### src/rtl/ll_dma_walker.sv
module ll_dma_walker #(
  parameter int ADDR_W = 12,
  parameter int SLICE_BUDGET = 1000,
  parameter int BACKOFF_CYCLES = 100,
  parameter int WORD_COST = 1
)(
  input  logic              clk,
  input  logic              rst_n,
  input  logic              start,
  input  logic [23:0]       start_addr,
  input  logic              req,
  output logic              ram_rd_en,
  output logic [ADDR_W-1:0] ram_addr,
  input  logic [31:0]       ram_rd_data,
  output logic              dev_wr_en,
  output logic [31:0]       dev_wr_data,
  output logic              busy,
  output logic              halted,
  output logic              done
);
  localparam int UW = $clog2(SLICE_BUDGET + 256 * WORD_COST + 2);
  localparam int TW = $clog2(BACKOFF_CYCLES + 2);

  typedef enum logic [2:0] {S_IDLE, S_HDR, S_HWAIT, S_PAY, S_HALT, S_FIN} st_t;

  st_t               st;
  logic [ADDR_W-1:0] hdr_a, pay_a;
  logic [7:0]        left;
  logic [23:0]       nxt_f, pend_f;
  logic              pend, wr_q, done_q;
  logic [UW-1:0]     used;
  logic [TW-1:0]     tmr;

  function automatic logic [ADDR_W-1:0] waddr(input logic [23:0] f);
    return f[ADDR_W+1:2];
  endfunction

  wire over   = used >= UW'(SLICE_BUDGET);
  wire hdr_go = (st == S_HDR) && req && !over;

  assign ram_rd_en   = hdr_go || (st == S_PAY);
  assign ram_addr    = (st == S_PAY) ? pay_a : hdr_a;
  assign dev_wr_en   = wr_q;
  assign dev_wr_data = wr_q ? ram_rd_data : 32'h0;
  assign busy        = st != S_IDLE;
  assign halted      = st == S_HALT;
  assign done        = done_q;

  always_ff @(posedge clk or negedge rst_n) begin
    if (!rst_n) begin
      st     <= S_IDLE;
      hdr_a  <= '0;
      pay_a  <= '0;
      left   <= '0;
      nxt_f  <= '0;
      pend_f <= '0;
      pend   <= 1'b0;
      wr_q   <= 1'b0;
      done_q <= 1'b0;
      used   <= '0;
      tmr    <= '0;
    end else begin
      wr_q <= st == S_PAY;
      if (st != S_IDLE && start) begin
        pend   <= 1'b1;
        pend_f <= start_addr;
      end
      case (st)
        S_IDLE: if (start || pend) begin
          hdr_a  <= waddr(start ? start_addr : pend_f);
          pend   <= 1'b0;
          used   <= '0;
          done_q <= 1'b0;
          st     <= S_HDR;
        end
        S_HDR: begin
          if (!req) used <= '0;
          else if (over) begin
            tmr <= TW'(BACKOFF_CYCLES - 1);
            st  <= S_HALT;
          end else begin
            used <= used + UW'(1);
            st   <= S_HWAIT;
          end
        end
        S_HWAIT: begin
          nxt_f <= ram_rd_data[23:0];
          left  <= ram_rd_data[31:24];
          pay_a <= hdr_a + ADDR_W'(1);
          if (ram_rd_data[31:24] != 8'd0) st <= S_PAY;
          else if (ram_rd_data[23]) st <= S_FIN;
          else begin
            hdr_a <= waddr(ram_rd_data[23:0]);
            st    <= S_HDR;
          end
        end
        S_PAY: begin
          used  <= used + UW'(WORD_COST);
          pay_a <= pay_a + ADDR_W'(1);
          left  <= left - 8'd1;
          if (left == 8'd1) begin
            if (nxt_f[23]) st <= S_FIN;
            else begin
              hdr_a <= waddr(nxt_f);
              st    <= S_HDR;
            end
          end
        end
        S_HALT: begin
          if (tmr == '0) begin
            used <= '0;
            st   <= S_HDR;
          end else tmr <= tmr - TW'(1);
        end
        S_FIN: begin
          done_q <= 1'b1;
          st     <= S_IDLE;
        end
        default: st <= S_IDLE;
      endcase
    end
  end
endmodule

### config.mk
export PLATFORM = sky130hd
export DESIGN_NAME = ll_dma_walker
export DESIGN_NICKNAME = d
export VERILOG_FILES = /design/src/rtl/ll_dma_walker.sv
export SDC_FILE = /design/constraint.sdc
export NUM_CORES = 1
export LEC_CHECK = 0
export ABC_CLOCK_PERIOD_IN_PS = 5500
export BUFFER_PORTS_ARGS = -buffer_cell sky130_fd_sc_hd__buf_4
export CAP_MARGIN = 10
export CORE_MARGIN = 2
export CORE_UTILIZATION = 55
export CTS_BUF_LIST = sky130_fd_sc_hd__clkbuf_4 sky130_fd_sc_hd__clkbuf_8
export DETAILED_ROUTE_END_ITERATION = 8
export MAX_ROUTING_LAYER = met4
export PLACE_DENSITY_LB_ADDON = 0.15
export SLEW_MARGIN = 40
export SYNTH_ARGS = -nofsm -noshare
export SYNTH_HDL_FRONTEND = slang
export SYNTH_SLANG_ARGS = --single-unit
### constraint.sdc
create_clock -name clk -period 5.5 [get_ports clk]
set_input_delay 1.1 -clock clk [delete_from_list [all_inputs] [get_ports clk]]
set_output_delay 1.1 -clock clk [all_outputs]
set_load 0.02 [all_outputs]
==> results.yml <==
detailed_routing:
  total_length_of_routed_wires_um: 11630
  detailedRoute.firstIterationViolations: 340
  drt_drc_violations_left: 0
  avg_wl_per_cell_um: 16.15
  route.detailed.vias_per_inst: 5.843
  dr_wl_met3_um: 610
  dr.max_layer_used: "met4"
  vias: 4207
  dr_wl_met2_um: 5446
  route.antenna.remaining_nets: 0
  first_pass_iters: 5
  routedLengthMet1_um: 5433
clocking:
  clkLatencyLatePin_ns: 0.36
  worst_setup_hold_path_clk_slew_ns: 0.09
  post_cts.resized_instances: 0
  cts.sink_count: 81
  cts-buffers-inserted: 9
  htree_num_levels: 3
  cts.root.buffer_cell: "sky130_fd_sc_hd__clkbuf_8"
  cts.repair_timing.setup_buffer_count: 0
  hold_buffers: 0
  tritoncts_clock_tree: "done"
  cts.path.max_buffers: 2
sta:
  achievable-frequency_ghz: 0.2679
  finalClockSkew_ns: 0.01970
  worst-slew-pin-transition_ns: 0.8390
  setup_repair_after_global_routing_missed_its_margin: "no"
  hold_slack_ns: 0.4824
  slew_violations: 0
  relSlewSlack_pct: 43.93
  final_hold_violating_endpoints: 0
  min_period_ns: 3.732
  finalWorstSetupSlack_ns: 1.768
  period_share_pct: 67.86
  setup_total_negative_slack_ns: 0
  setup_viol: 0
setup_path:
  worst_setup_path_end_kind: "output pin"
  cp_slowest_cell: "sky130_fd_sc_hd__inv_1"
  worst_setup_path_startpoint: "st[2]"
  critPathMostFrequentCell: "sky130_fd_sc_hd__nand2_1"
  critical_path_cell_count: 5
  crit_path_max_incr_delay_ns: 0.71
  class_of_the_most_critical_setup_path: "reg2out"
  critical_path_buf_inv_count: 2
  critical_path_arrival_ns: 2.63
  critPathRequiredTime_ns: 4.40
  cpLargestDelayFamily: "simple AND/OR/NAND/NOR gates"
  end_point_of_the_critical_path: "ram_addr[10]"
  critical_path.reg2reg.startpoint: "st[2]"
  chain_of_cells_forming_the_critical_path: "nand3b_1 > inv_1 > nand2_1 > nand2_1 > buf_4"
  timing.critical_path.from_type: "flip-flop"
  crit_path_max_fanout: 21
  r2r_cells: 10
  regToRegSetupSlack_ns: 2.00
  r2r_end: "pay_a[10]"
grt:
  number_of_antenna_violations_at_the_first_check_in_global_routing: 0
  grt_pass1_vias: 3988
  gr-total-overflow: 0
  pin_count_of_the_biggest_net_entering_global_routing: 82
  globalRouteTotalUtil_pct: 26.05
  grt_pass1_wl_um: 19780
floorplan:
  die_y_um: 96.92
  die_width_um: 96.92
  core_region_area_um2: 8299
  rows: 33
  die_area_um2: 9393
  number_of_top_level_pins: 109
  start_util_pct: 57.21
place:
  globalplace.congestion: 0.9029
  place_hpwl_um: 8184
  pre_cts_ws_ns: 1.745
  portBuffers: 96
logic_synthesis:
  share_of_flip_flops_with_an_asynchronous_set_or_reset_pct: 100.0
  netlist_instances: 529
  synth_edf_count: 0
  yosysTopAreaCellShare_pct: 42.69
  yosys_register_bits: 81
  ys_warn_count: 0
  synthFlopType: "sky130_fd_sc_hd__dfrtp_1"
  netlist-cell-type-count: 57
  synth_area_leader_cell: "sky130_fd_sc_hd__dfrtp_1"
  synth.area.top_cells: "sky130_fd_sc_hd__dfrtp_1 (43%), sky130_fd_sc_hd__nand2_1 (7.7%), sky130_fd_sc_hd__mux2_2 (6.9%), sky130_fd_sc_hd__and2_1 (4.5%), sky130_fd_sc_hd__mux2i_1 (3.8%)"
  synth.avg_cell_area_um2: 8.976
  post_synth_instance_area_um2: 4748
  synth.yosys.seq_area_share_pct: 42.69
  postSynthNetCount: 596
finish:
  layout.cells.most_common: "sky130_fd_sc_hd__buf_4"
  drive_above_1_share_pct: 25.04
  filler_cell_count_in_the_final_layout: 687
  nNetsFinal: 677
  postLayoutCoreUtil_pct: 68.82
  antenna_cells: 0
  layout-area-overhead-vs-synth_pct: 20.29
  layout_common_cells: "sky130_fd_sc_hd__buf_4 (98), sky130_fd_sc_hd__nand2_1 (97), sky130_fd_sc_hd__dfrtp_1 (80), sky130_fd_sc_hd__and2_1 (34), sky130_fd_sc_hd__o21ai_0 (32)"
power_and_ir_drop:
  power-per-cell-area_nw_per_um2: 593.4
  irDropWorstVdd_mv: 0.3224
  leakage_power_of_the_design_nw: 2.642
flow_run:
  max-cap-violations: 0
run_status:
  status: "finished clean"
hold_path:
  hold_path_depth: 1
  timing.hold.worst.class: "reg2reg"
worst register-to-register path, stage by stage, from the launching register on:
cell and delay, ns:
sky130_fd_sc_hd__dfrtp_1 0.55, sky130_fd_sc_hd__nand3b_1 0.60, sky130_fd_sc_hd__inv_1 0.71, sky130_fd_sc_hd__nand2_1 0.11, sky130_fd_sc_hd__nand2_1 0.12, sky130_fd_sc_hd__ha_1 0.32, sky130_fd_sc_hd__nand3_1 0.12, sky130_fd_sc_hd__nor4b_1 0.35
sky130_fd_sc_hd__o2bb2ai_1 0.12, sky130_fd_sc_hd__xnor2_1 0.14, sky130_fd_sc_hd__mux2_2 0.27
flip-flops by register name, summed over array words and instances (netlist names):
register / cells
dev_wr_en: 1
done: 1
hdr_a: 12
left: 8
nxt_f: 13
pay_a: 12
pend: 1
pend_f: 12
st: 3
tmr: 7
used: 11
cells by family (layout without fill, tap and decap cells):
group / after synthesis / in the layout / share of synthesized area, %
xor+xnor: 9 / 9 / 1.660
simple gates: 232 / 232 / 24.16
flops: 81 / 81 / 42.69
buf+inv: 43 / 129 / 4.005
mux: 47 / 47 / 10.67
compound gates: 110 / 110 / 14.97
fa+ha+maj: 7 / 7 / 1.844
layer usage:
metal  vias up  global-route usage [%]
li1       2026                       -
met1      2019                   36.75
met2       150                   40.12
met3        12                   3.902
met4         0                   6.176
met5         -                       -
worst min-delay path by stage:
stage	from	endpoint
final	tmr[6]	tmr[6]
after detailed placement	nxt_f[9]	nxt_f[9]
after global routing	nxt_f[11]	nxt_f[11]
after CTS	tmr[6]	tmr[6]
after global placement	nxt_f[8]	nxt_f[8]
after floorplan	tmr[6]	tmr[6]
cells in the mapped netlist, drive strengths merged (3+ instances only):
cell    number
nand2       97
dfrtp       81
and2        34
o21ai       32
mux2        29
a21oi       24
nand3       22
nor2        22
mux2i       18
clkbuf      16
buf         14
inv         12
nor3         9
o211ai       9
o22ai        9
nor2b        8
a211oi       7
ha           7
or3          7
a21boi       6
nand2b       6
nand4        5
xor2         5
nor3b        4
xnor2        4
a22o         3
and3         3
nor4         3
or4          3
area by class of cell:
type                    instances  area, um2  share of cell area, %
multi-input cells             405       2536                  44.40
flip-flops and latches         81       2028                  35.51
repair buffers                100      754.5                  13.21
well taps                     105      131.4                  2.300
clock buffers                   9      123.9                  2.169
clock inverters                 7      83.83                  1.468
inverters                      13      53.80                 0.9419
where the power goes:
part	total, W	internal (W)	switching, W
Sequential	0.00108	0.000834	0.000248
Combinational	0.00184	0.000792	0.00105
Clock	0.000463	0.000219	0.000244
Total	0.00339	0.00185	0.00154
through the flow:
stage / power [W] / instances / area (um2)
CTS: 0.003378 / 718 / 5695
global route: 0.003648 / 720 / 5712
finish: 0.003389 / 720 / 5712
global placement: 0.002848 / 702 / 5482
floorplan: 0.002365 / 529 / 4748
detailed placement: 0.002915 / 702 / 5488
Power figures use the tool's default switching activity.
